[src/rtl/wsm_status_pkg.sv]
package wsm_status_pkg;
  localparam int STAT_W    = 8;
  localparam int BIT_READY = 7;
  localparam int BIT_EFAIL = 5;
  localparam int BIT_PFAIL = 4;
  localparam int NUM_FAIL  = 2;
  localparam int FAIL_PGM  = 0;
  localparam int FAIL_ERS  = 1;

  typedef struct packed {
    logic ready;
    logic efail;
    logic pfail;
  } stat_fields_t;

  function automatic logic [STAT_W-1:0] pack_status(input stat_fields_t f);
    logic [STAT_W-1:0] r;
    r            = '0;
    r[BIT_READY] = f.ready;
    r[BIT_EFAIL] = f.efail;
    r[BIT_PFAIL] = f.pfail;
    return r;
  endfunction
endpackage

[src/rtl/wsm_rst_sync.sv]
module wsm_rst_sync #(
  parameter int STAGES = 2
) (
  input  logic clk,
  input  logic rst_n,
  output logic rst_sync_n
);
  logic [STAGES-1:0] sync_q;

  always_ff @(posedge clk or negedge rst_n) begin
    if (!rst_n) sync_q <= '0;
    else        sync_q <= {sync_q[STAGES-2:0], 1'b1};
  end

  assign rst_sync_n = sync_q[STAGES-1];
endmodule

[src/rtl/wsm_ready_track.sv]
module wsm_ready_track (
  input  logic clk,
  input  logic rst_n,
  input  logic start_ok_i,
  input  logic done_i,
  output logic ready_o
);
  logic ready_q, ready_d, ready_en;

  always_comb begin
    ready_en = start_ok_i | done_i;
    ready_d  = start_ok_i ? 1'b0 : 1'b1;
  end

  always_ff @(posedge clk or negedge rst_n) begin
    if (!rst_n)        ready_q <= 1'b1;
    else if (ready_en) ready_q <= ready_d;
  end

  assign ready_o = ready_q;
endmodule

[src/rtl/wsm_fail_flags.sv]
module wsm_fail_flags #(
  parameter int N = 2
) (
  input  logic         clk,
  input  logic         rst_n,
  input  logic [N-1:0] set_i,
  input  logic         clr_i,
  output logic [N-1:0] flag_o
);
  for (genvar i = 0; i < N; i++) begin : g_flag
    logic flag_q, flag_d, flag_en;

    always_comb begin
      flag_en = set_i[i] | clr_i;
      flag_d  = set_i[i];
    end

    always_ff @(posedge clk or negedge rst_n) begin
      if (!rst_n)       flag_q <= 1'b0;
      else if (flag_en) flag_q <= flag_d;
    end

    assign flag_o[i] = flag_q;
  end
endmodule

[src/rtl/wsm_status_snap.sv]
module wsm_status_snap #(
  parameter int W = 8,
  parameter logic [W-1:0] RST_VAL = '0
) (
  input  logic         clk,
  input  logic         rst_n,
  input  logic         cap_i,
  input  logic [W-1:0] live_i,
  output logic [W-1:0] snap_o
);
  logic [W-1:0] snap_q;

  always_ff @(posedge clk or negedge rst_n) begin
    if (!rst_n)     snap_q <= RST_VAL;
    else if (cap_i) snap_q <= live_i;
  end

  assign snap_o = snap_q;
endmodule

[src/rtl/wsm_status_reg.sv]
module wsm_status_reg
  import wsm_status_pkg::*;
#(
  parameter int WORD_W = 16
) (
  input  logic              clk,
  input  logic              rst_n,
  input  logic              op_start_i,
  input  logic              pgm_done_i,
  input  logic              ers_done_i,
  input  logic              pgm_fail_i,
  input  logic              ers_fail_i,
  input  logic              clr_stat_i,
  input  logic              rd_start_i,
  input  logic              word_mode_i,
  output logic [STAT_W-1:0] status_o,
  output logic [WORD_W-1:0] status_word_o,
  output logic              upper_lane_en_o,
  output logic              inhibit_o
);
  localparam int UPPER_W = WORD_W - STAT_W;
  localparam stat_fields_t RST_FIELDS = '{ready: 1'b1, efail: 1'b0, pfail: 1'b0};

  logic                rst_int_n;
  logic [NUM_FAIL-1:0] fail_set, fail_flags;
  logic                live_ready, start_ok, any_done;
  stat_fields_t        live_fields;
  logic [STAT_W-1:0]   live_byte, snap_byte;

  wsm_rst_sync #(.STAGES(2)) u_rst (
    .clk(clk), .rst_n(rst_n), .rst_sync_n(rst_int_n)
  );

  always_comb begin
    fail_set           = '0;
    fail_set[FAIL_PGM] = pgm_fail_i;
    fail_set[FAIL_ERS] = ers_fail_i;
    start_ok           = op_start_i & ~(|fail_flags);
    any_done           = pgm_done_i | ers_done_i;
  end

  wsm_fail_flags #(.N(NUM_FAIL)) u_fail (
    .clk(clk), .rst_n(rst_int_n), .set_i(fail_set),
    .clr_i(clr_stat_i), .flag_o(fail_flags)
  );

  wsm_ready_track u_ready (
    .clk(clk), .rst_n(rst_int_n), .start_ok_i(start_ok),
    .done_i(any_done), .ready_o(live_ready)
  );

  always_comb begin
    live_fields.ready = live_ready;
    live_fields.efail = fail_flags[FAIL_ERS];
    live_fields.pfail = fail_flags[FAIL_PGM];
    live_byte         = pack_status(live_fields);
  end

  wsm_status_snap #(.W(STAT_W), .RST_VAL(pack_status(RST_FIELDS))) u_snap (
    .clk(clk), .rst_n(rst_int_n), .cap_i(rd_start_i),
    .live_i(live_byte), .snap_o(snap_byte)
  );

  assign status_o        = snap_byte;
  assign status_word_o   = {{UPPER_W{1'b0}}, snap_byte};
  assign upper_lane_en_o = word_mode_i;
  assign inhibit_o       = |fail_flags;
endmodule

[config.mk]
export PLATFORM = sky130hd
export DESIGN_NAME = wsm_status_reg
export DESIGN_NICKNAME = d
export VERILOG_FILES = /design/src/rtl/wsm_status_pkg.sv /design/src/rtl/wsm_rst_sync.sv /design/src/rtl/wsm_ready_track.sv /design/src/rtl/wsm_fail_flags.sv /design/src/rtl/wsm_status_snap.sv /design/src/rtl/wsm_status_reg.sv
export SDC_FILE = /design/constraint.sdc
export NUM_CORES = 1
export LEC_CHECK = 0
export BUFFER_PORTS_ARGS = -buffer_cell sky130_fd_sc_hd__buf_4
export CAP_MARGIN = 30
export CORE_UTILIZATION = 25
export CTS_CLUSTER_SIZE = 20
export DETAILED_ROUTE_END_ITERATION = 10
export MAX_ROUTING_LAYER = met4
export PLACE_DENSITY = 0.5
export SLEW_MARGIN = 5
export SYNTH_ARGS = -nofsm -noshare
export SYNTH_HDL_FRONTEND = slang
export SYNTH_HIERARCHICAL = 1
export SYNTH_SLANG_ARGS = --single-unit
[constraint.sdc]
create_clock -name clk -period 1.3 [get_ports clk]
set_clock_uncertainty 0.15 [all_clocks]
set_input_delay 0.13 -clock clk [delete_from_list [all_inputs] [get_ports clk]]
set_output_delay 0.13 -clock clk [all_outputs]
set_load 0.1 [all_outputs]
==> flow_summary_export.csv, run 1 <==
group,metric,value,unit
sta,setup_viol,3,
sta,tns,-0.2002,ns
sta,min_period,1.377,ns
power_and_ir_drop,netSwitchingFraction,47.99,%
cts,clockBufferDepth,2,
floorplan,fp-row-count,18,
floorplan,core-area,2477,um^2
sta,hold_viol_final,0,
placed_design,dp_cells,99,
worst_setup_path,cp.arrival,1.10,ns
yosys,synth_area_per_cell,13.16,um^2
power_and_ir_drop,powerDensity,1473,nW/um^2
finish,area_growth,47.53,%
power_and_ir_drop,internal-power,0.0007437,W
yosys,synth-seq-cells,13,
finish,fin_cells,108,
worst_setup_path,cp_max_fo,3,
worst_setup_path,worstSetupPathType,"reg2out",
worst_setup_path,cp.required,1.02,ns
finish,nNetsFinal,89,
floorplan,die_w,53.31,um
power_and_ir_drop,vdd_drop_max,0.0005124,V
global_route,grt_pass1_wl,1.483,mm
cts,cts_max_level,1,
sta,final_max_slew_viol_count,0,
min_path,worst_hold_path_type,"in2reg",
worst_setup_path,crit_end,"status_word_o[7]",
yosys,yosysWarnings,6,
cts,clock_sinks,13,
cts,clk_pin_slew,0.07,ns
power_and_ir_drop,p_leak,0.4708,nW
cts,cts_root_buffer,"clkbuf_4",
worst_setup_path,worst-path-stages,1,
worst_setup_path,slowest_delay,0.65,ns
yosys,yosys-top-cells-area,"dfrtp_1 (42%), buf_4 (22%), mux2_4 (18%), dfstp_2 (8.0%), a21o_1 (2.3%)",
yosys,syn_area,658.1,um^2
floorplan,dieArea,2842,um^2
power_and_ir_drop,seq_power_share,34.4,%
cts,cts_tree,"done",
worst_setup_path,critical-path-slowest-cell,"dfstp_4",
worst_setup_path,reg2reg_to,"u_ready/ready_o$_DFFE_PN1P_",
worst_setup_path,cp_top_family,"flip-flops",
global_route,overflow,0,
yosys,synth_top_area_share,41.83,%
placed_design,dp_hpwl,753.2,um
drt,routed_via_density,3.556,
drt,drtAntennaViolNets,0,
yosys,ys_types,11,
yosys,synth_top_cell_by_area,"dfrtp_1",
placed_design,io_buffers,25,
cts,cts_made_buffers,3,
sta,period_share,105.9,%
worst_setup_path,cp_cell_sequence,"buf_12",
sta,rsz0062_at_grt,"true",
sta,fmaxAchievable,726.5,MHz
finish,fillerInstances,247,
drt,drt_iter0_markers,2,
drt,wire_per_inst,8.991,um
power_and_ir_drop,clkPwrFrac,17.0,%
worst_setup_path,r2r_cells,3,
yosys,synthCells,50,
global_route,grt_max_degree,12,
worst_setup_path,crit_buf_inv,1,
worst_setup_path,end_kind,"output port",
drt,finalWirelength,971,um
worst_setup_path,reg2reg_from,"u_fail/g_flag[1].flag_q$_DFFE_PN0P_",
cts,clkLatencyLatePin,0.27,ns
run,maxCapViolCount,0,
drt,vias,384,
floorplan,die_h,53.31,um
finish,layout-drive-gt1-share,61.54,%
global_route,grtUsageTotal,8.272,%
run_status,status,"finished with violations",
power_and_ir_drop,power_frac_comb,48.6,%
yosys,yosysSeqAreaShare,49.81,%
global_route,grt_pass1_vias,333,
drt,drt-pass1-iter-count,3,
placed_design,gp_congestion,0.5903,
global_route,antenna_found_initial,0,
drt,drcViolationCount,0,
run_status,failed_checks,"negative setup slack",
worst_setup_path,startpoint,"u_snap/snap_o[7]$_DFFE_PN1P_",
finish,diodes,0,
worst_setup_path,rrSetupSlack,0.23,ns
worst_setup_path,cp-start-kind,"register",
floorplan,io_pins,36,
floorplan,start_util,26.57,%
power_and_ir_drop,p_sw,0.0006862,W
sta,worst_slack,-0.07654,ns
-- worst reg2reg max path: cells and delay by family (launching register included) --
family,cells,cell delay [ns]
buffers and inverters,1,0.14
AND/OR/NAND/NOR,1,0.18
flip-flops,1,0.38
AO/OA/AOI/OAI,1,0.16
-- metal layers --
metal / GRT usage (%) / wire length, um / vias up
met3: 2.586 / 77 / 2
li1: - / - / 184
met2: 11.67 / 461 / 20
met4: 6.579 / 5 / 0
met1: 9.549 / 426 / 178
met5: - / 0 / -
-- Yosys cell counts, drive strengths merged --
library cell,count
or2,2
o21ba,1
conb,2
a21o,2
buf,20
mux2,8
inv,1
dfrtp,11
nor3b,1
dfstp,2
-- placed cells by master, fill, tap and decap left out, types with 2 or more instances in the layout --
master and count:
conb_1 14, buf_4 14, buf_6 10, mux2_4 8, dfrtp_4 6, dlygate4sd3_1 5, dfrtp_1 4, clkbuf_4 3
buf_12 3, a21o_1 2
-- flip-flops by register name (all words and copies together), names as in the netlist --
register	count
u_snap/snap_o	8
u_fail/g_flag.flag_q	2
u_rst/sync_q	2
u_ready/ready_o	1
-- worst min-delay path by stage --
stage	startpoint	endpoint	slack, ns	cells after the start
floorplan	rst_n	u_rst/sync_q[0]$_DFF_PN0_	-0.32	0
global placement	rst_n	u_rst/sync_q[0]$_DFF_PN0_	-0.24	1
detailed placement	rst_n	u_rst/sync_q[0]$_DFF_PN0_	-0.24	1
CTS	pgm_done_i	u_ready/ready_o$_DFFE_PN1P_	0.006	3
global route	pgm_done_i	u_ready/ready_o$_DFFE_PN1P_	0.02	3
finish	pgm_done_i	u_ready/ready_o$_DFFE_PN1P_	0.02	3
-- power by group through the flow --
stage | logic (W) | registers (W) | clock network [W]
floorplan | 0.000434 | 0.000672 | 0
detailed placement | 0.000650 | 0.000494 | 0
global placement | 0.000649 | 0.000491 | 0
finish | 0.000695 | 0.000492 | 0.000243
global route | 0.000715 | 0.000500 | 0.000281
CTS | 0.000680 | 0.000490 | 0.000261
-- timing repair --
action,4_1_cts,5_1_grt
endpoints found under the hold margin,4,0
setup buffers,0,0
setup endpoints to repair,5,11
resized for setup,12,8
hold buffers,5,0
-- layout make-up --
cell class | count | area (um^2) | area share [%]
clock buffer | 4 | 26.28 | 2.706
sequential | 13 | 355.3 | 36.60
timing repair buffer | 32 | 327.8 | 33.76
inverter | 1 | 3.754 | 0.3866
multi-input combinational | 28 | 220.2 | 22.68
tap | 30 | 37.54 | 3.866
-- cell families after synthesis --
group	Yosys count	synth area share [%]
buffers and inverters	21	23.95
and+or+nand+nor	3	3.042
other	2	1.141
AOI/OAI and AO/OA	3	3.802
DFF	13	49.81
muxes	8	18.25
-- metrics by stage --
step / area [um^2] / worst slack, ns / util [%] / total power, W / hold slack [ns]
after floorplan: 738.2 / -0.02624 / - / 0.001106 / -0.3156
after global placement: 817.0 / 0.1427 / 32.98 / 0.001140 / -0.2368
after detailed placement: 817.0 / 0.1363 / 32.98 / 0.001144 / -0.2358
after CTS: 940.9 / -0.09593 / 37.98 / 0.001431 / 0.005776
after global routing: 970.9 / -0.1107 / 39.19 / 0.001497 / 0.01731
final: 970.9 / -0.07654 / 39.19 / 0.001430 / 0.01587
(Power assumes the default switching activity.)
==> inputs of run 2 (changes only) <==
--- a/config.mk
+++ b/config.mk
@@ -7,11 +7,14 @@
 export LEC_CHECK = 0
 export BUFFER_PORTS_ARGS = -buffer_cell sky130_fd_sc_hd__buf_4
 export CAP_MARGIN = 30
+export CELL_PAD_IN_SITES_DETAIL_PLACEMENT = 0
+export CELL_PAD_IN_SITES_GLOBAL_PLACEMENT = 1
 export CORE_UTILIZATION = 25
 export CTS_CLUSTER_SIZE = 20
 export DETAILED_ROUTE_END_ITERATION = 10
 export MAX_ROUTING_LAYER = met4
-export PLACE_DENSITY = 0.5
+export PLACE_DENSITY = 0.63
+export SETUP_SLACK_MARGIN = 0.2
 export SLEW_MARGIN = 5
 export SYNTH_ARGS = -nofsm -noshare
 export SYNTH_HDL_FRONTEND = slang
==> flow_summary_export.csv, run 2 (synthesized netlist as in run 1, its figures left out) <==
group,metric,value,unit
drt,drt-pass1-iter-count,2,
finish,largest_reg_flops,8,
finish,layout_common_cells,"buf_12 (17), conb_1 (14), buf_4 (9)",
drt,wire_per_inst,9.112,um
drt,met3_length,76,um
power_and_ir_drop,p_sw,0.0007087,W
global_route,grt_pass1_vias,341,
floorplan,dieArea,2842,um^2
global_route,antenna_found_initial,0,
sta,hold_viol_final,0,
placed_design,gp_congestion,0.5666,
cts,clkLatencyLatePin,0.27,ns
power_and_ir_drop,p_leak,0.5274,nW
floorplan,start_util,26.57,%
finish,fillerInstances,222,
cts,cts_made_buffers,3,
drt,wl_met2,431,um
power_and_ir_drop,vdd_drop_max,0.0006614,V
worst_setup_path,end_kind,"output port",
power_and_ir_drop,netSwitchingFraction,45.85,%
worst_setup_path,slowest_delay,0.66,ns
finish,stdcell_area,1112,um^2
cts,cts_root_buffer,"clkbuf_4",
worst_setup_path,startpoint,"u_snap/snap_o[7]$_DFFE_PN1P_",
worst_setup_path,crit_buf_inv,1,
global_route,grt_max_degree,12,
global_route,grtUsageTotal,8.246,%
sta,worst_slack,-0.07577,ns
placed_design,place_ws,0.1326,ns
finish,final_common_cell,"buf_12",
worst_setup_path,reg2reg_to,"u_fail/g_flag[0].flag_q$_DFFE_PN0P_",
worst_setup_path,cp-start-kind,"register",
drt,drt_iter0_markers,2,
global_route,grt_pass1_wl,1.504,mm
drt,finalWirelength,975,um
worst_setup_path,cp.arrival,1.10,ns
cts,clockBufferDepth,2,
run,maxCapViolCount,0,
floorplan,fp-row-count,18,
cts,clk_pin_slew,0.08,ns
placed_design,place_area,807.0,um^2
sta,rsz0062_at_grt,"true",
placed_design,dp_cells,97,
power_and_ir_drop,powerDensity,1390,nW/um^2
finish,diodes,0,
power_and_ir_drop,power_frac_comb,51.3,%
global_route,overflow,0,
worst_setup_path,rrSetupSlack,0.24,ns
min_path,worst_hold_path_type,"in2async",
finish,fin_cells,107,
worst_setup_path,cp.required,1.02,ns
sta,period_share,105.8,%
floorplan,core-area,2477,um^2
run_status,status,"finished with violations",
finish,layout-drive-gt1-share,66.23,%
worst_setup_path,r2r_cells,3,
floorplan,die_h,53.31,um
power_and_ir_drop,internal-power,0.0008370,W
drt,routed_via_density,3.645,
worst_setup_path,reg2reg_from,"u_fail/g_flag[0].flag_q$_DFFE_PN0P_",
floorplan,die_w,53.31,um
sta,setup_viol,3,
sta,final_max_slew_viol_count,0,
sta,fmaxAchievable,726.9,MHz
drt,vias,390,
worst_setup_path,critical-path-slowest-cell,"dfstp_4",
worst_setup_path,cp_max_fo,3,
sta,min_period,1.376,ns
drt,wl_met1,442,um
power_and_ir_drop,seq_power_share,33.3,%
drt,drtAntennaViolNets,0,
cts,cts_tree,"done",
worst_setup_path,cp_top_family,"flip-flops",
worst_setup_path,cp_cell_sequence,"buf_12",
worst_setup_path,worstSetupPathType,"reg2out",
worst_setup_path,worst-path-stages,1,
run_status,failed_checks,"negative setup slack",
cts,cts_max_level,1,
floorplan,io_pins,36,
finish,nNetsFinal,88,
power_and_ir_drop,clkPwrFrac,15.5,%
placed_design,io_buffers,25,
drt,highest_layer,"met4",
finish,fin_util,44.90,%
drt,drcViolationCount,0,
cts,clock_sinks,13,
finish,area_growth,69.01,%
## run 2: changes by cell type in the layout (fill, tap and decap cells not counted)
cell | previous run | this run
nor3b_2 | 0 | 1
clkinv_2 | 0 | 1
dlygate4sd3_1 | 5 | 3
buf_6 | 10 | 2
nor3b_1 | 1 | 0
clkbuf_1 | 1 | 0
dfrtp_4 | 6 | 7
buf_4 | 14 | 9
buf_12 | 3 | 17
dfrtp_2 | 1 | 0
## run 2: repair_timing
item / CTS / global route
endpoints found under the hold margin: 4 / 0
buffers inserted: 2 / 1
pin swaps: 0 / 1
hold buffers: 3 / 0
resized for setup: 52 / 2
setup endpoints to repair: 17 / 18
## run 2: metal layers
layer | vias to the layer above | track usage (%)
met5 | - | -
met4 | 0 | 6.579
met3 | 2 | 2.586
met2 | 25 | 11.67
met1 | 182 | 9.490
li1 | 181 | -
## run 2: power by group through the flow
stage               clock, W  combinational, W  sequential [W]
finish              0.000239          0.000792        0.000514
global route        0.000276          0.000814        0.000520
CTS                 0.000254          0.000788        0.000516
detailed placement         0          0.000641        0.000499
global placement           0          0.000641        0.000496
floorplan                  0          0.000488        0.000685
## run 2: final cells by class
cell class	instances	area, um^2	area share, %
clock buffer	3	22.52	2.025
clock inverter	1	5.005	0.4499
inverter	1	3.754	0.3375
multi-input combinational	28	225.2	20.25
sequential	13	357.8	32.17
tap	30	37.54	3.375
timing repair buffer	31	460.4	41.39
## run 2: worst max path at each step
stage and endpoint:
2_1_floorplan status_word_o[7], 3_3_place_gp status_o[7], 3_5_place_dp status_o[7], 4_1_cts status_o[7]
5_1_grt status_o[7], 6_report status_word_o[7]
## run 2: through the flow
step / hold slack (ns) / setup TNS, ns / power [W]
2_1_floorplan: -0.3156 / 0 / 0.001173
3_3_place_gp: -0.2357 / 0 / 0.001137
3_5_place_dp: -0.2342 / 0 / 0.001139
4_1_cts: 0.0004974 / -0.2398 / 0.001559
5_1_grt: 0.003207 / -0.3248 / 0.001610
6_report: 0.009400 / -0.2217 / 0.001546
==> inputs of run 3 (changes only) <==
--- a/config.mk
+++ b/config.mk
@@ -5,15 +5,15 @@
 export SDC_FILE = /design/constraint.sdc
 export NUM_CORES = 1
 export LEC_CHECK = 0
-export BUFFER_PORTS_ARGS = -buffer_cell sky130_fd_sc_hd__buf_4
 export CAP_MARGIN = 30
 export CELL_PAD_IN_SITES_DETAIL_PLACEMENT = 0
 export CELL_PAD_IN_SITES_GLOBAL_PLACEMENT = 1
 export CORE_UTILIZATION = 25
 export CTS_CLUSTER_SIZE = 20
 export DETAILED_ROUTE_END_ITERATION = 10
+export DONT_BUFFER_PORTS = 1
 export MAX_ROUTING_LAYER = met4
-export PLACE_DENSITY = 0.63
+export PLACE_DENSITY = 0.47
 export SETUP_SLACK_MARGIN = 0.2
 export SLEW_MARGIN = 5
 export SYNTH_ARGS = -nofsm -noshare
==> flow_summary_export.csv, run 3 (synthesized netlist as in run 1, its figures left out) <==
group,metric,value,unit
run_status,status,"finished with violations",
run_status,failed_checks,"negative hold slack, negative setup slack",
sta,setup_viol,3,
worst_setup_path,cp_top_family,"flip-flops",
floorplan,dieArea,2842,um^2
drt,routed_via_density,3.621,
drt,drt_iter0_markers,1,
cts,cts_tree,"done",
global_route,overflow,0,
finish,final_common_cell,"conb_1",
worst_setup_path,worstSetupPathType,"reg2out",
placed_design,gp_congestion,0.5826,
min_path,worst_hold_path_type,"in2reg",
worst_setup_path,end_kind,"output port",
worst_setup_path,slowest_delay,0.64,ns
cts,clock_sinks,13,
floorplan,die_h,53.31,um
floorplan,io_pins,36,
placed_design,io_buffers,0,
worst_setup_path,rrSetupSlack,0.24,ns
worst_setup_path,cp-start-kind,"register",
global_route,grtUsageTotal,8.323,%
floorplan,start_util,26.57,%
drt,wire_per_inst,10.35,um
drt,drcViolationCount,0,
finish,fillerInstances,245,
sta,whs,-0.1274,ns
drt,finalWirelength,983,um
drt,drt-pass1-iter-count,3,
finish,layout-drive-gt1-share,50.77,%
worst_setup_path,critical-path-slowest-cell,"dfstp_4",
worst_setup_path,worst-path-stages,1,
finish,fin_util,39.19,%
sta,min_period,1.429,ns
worst_setup_path,cp.required,1.02,ns
worst_setup_path,reg2reg_from,"u_fail/g_flag[1].flag_q$_DFFE_PN0P_",
power_and_ir_drop,vdd_drop_max,0.0006875,V
floorplan,die_w,53.31,um
finish,largest_reg_flops,8,
sta,period_share,109.9,%
worst_setup_path,cp_cell_sequence,"buf_12",
finish,nNetsFinal,76,
placed_design,dp_hpwl,630.5,um
cts,cts_made_buffers,3,
worst_setup_path,startpoint,"u_snap/snap_o[7]$_DFFE_PN1P_",
sta,tns,-0.2640,ns
cts,clockBufferDepth,2,
sta,worst_slack,-0.1293,ns
run,maxCapViolCount,0,
drt,vias,344,
worst_setup_path,r2r_cells,3,
worst_setup_path,cp_max_fo,2,
cts,clk_pin_slew,0.08,ns
cts,cts_root_buffer,"clkbuf_4",
worst_setup_path,cp.arrival,1.15,ns
sta,rsz0062_at_grt,"true",
finish,layout_common_cells,"conb_1 (14), dlygate4sd3_1 (8), mux2_4 (8)",
sta,hold_viol_final,8,
global_route,antenna_found_initial,0,
sta,final_max_slew_viol_count,0,
global_route,grt_pass1_wl,1.573,mm
global_route,grt_pass1_vias,337,
finish,diodes,0,
worst_setup_path,crit_end,"status_word_o[7]",
floorplan,fp-row-count,18,
floorplan,core-area,2477,um^2
worst_setup_path,reg2reg_to,"u_ready/ready_o$_DFFE_PN1P_",
worst_setup_path,crit_buf_inv,1,
global_route,grt_max_degree,12,
cts,clkLatencyLatePin,0.26,ns
power_and_ir_drop,p_leak,0.4414,nW
power_and_ir_drop,total_power,0.001461,W
drt,drtAntennaViolNets,0,
sta,fmaxAchievable,699.6,MHz
finish,area_growth,47.53,%
power_and_ir_drop,powerDensity,1505,nW/um^2
cts,cts_max_level,1,
-- run 3: cell types whose count changed in the layout (fill, tap and decap cells not counted), sizes merged --
| cell | before | now |
|---|---|---|
| buf | 28 | 11 |
| dlygate4sd3 | 3 | 8 |
| clkbuf | 3 | 4 |
| clkinv | 1 | 0 |
-- run 3: worst min-delay path by stage --
| stage | startpoint | endpoint | slack [ns] | cells after the start |
|---|---|---|---|---|
| 5_1_grt | rd_start_i | u_snap/snap_o[4]$_DFFE_PN0P_ | -0.15 | 1 |
| 4_1_cts | rd_start_i | u_snap/snap_o[4]$_DFFE_PN0P_ | -0.14 | 1 |
| 3_3_place_gp | rst_n | u_rst/sync_q[0]$_DFF_PN0_ | -0.32 | 0 |
| 3_5_place_dp | rst_n | u_rst/sync_q[0]$_DFF_PN0_ | -0.32 | 0 |
| 2_1_floorplan | rst_n | u_rst/sync_q[0]$_DFF_PN0_ | -0.32 | 0 |
| 6_report | rd_start_i | u_snap/snap_o[4]$_DFFE_PN0P_ | -0.13 | 1 |
-- run 3: area by class of cell --
type / count / area [um^2] / share of cell area (%)
repair buffers: 19 / 320.3 / 32.99
well taps: 30 / 37.54 / 3.866
flip-flops and latches: 13 / 357.8 / 36.86
multi-input cells: 28 / 225.2 / 23.20
inverters: 1 / 3.754 / 0.3866
clock buffers: 4 / 26.28 / 2.706
-- run 3: report_power, final --
| group | internal (W) | total, W | leakage (nW) | switching (W) |
|---|---|---|---|---|
| combinational | 0.000202 | 0.000718 | 0.286 | 0.000516 |
| sequential | 0.000456 | 0.000503 | 0.140 | 0.0000473 |
| clock | 0.000119 | 0.000240 | 0.0150 | 0.000121 |
| total | 0.000777 | 0.00146 | 0.441 | 0.000684 |
-- run 3: layer usage --
layer  vias to the layer above  part of all wire [%]  GRT usage [%]
li1                        157                     -              -
met1                       173                    39          10.38
met2                        12                    53          11.46
met3                         2                   5.6          1.724
met4                         0                   1.8          6.579
met5                         -                     0              -
-- run 3: timing repair --
item / 4_1_cts / 5_1_grt
setup endpoints to repair: 17 / 18
endpoints found under the hold margin: 13 / 9
setup buffers: 2 / 0
gates resized for setup: 6 / 1
pin swaps: 1 / 0
hold buffers: 7 / 1
-- run 3: metrics by stage --
step,setup slack (ns),area [um^2],std cells
after floorplan,0.02250,827.0,62
after global placement,0.1674,799.5,81
after detailed placement,0.1606,799.5,81
after CTS,-0.1465,955.9,94
after global routing,-0.1628,970.9,95
final,-0.1293,970.9,95
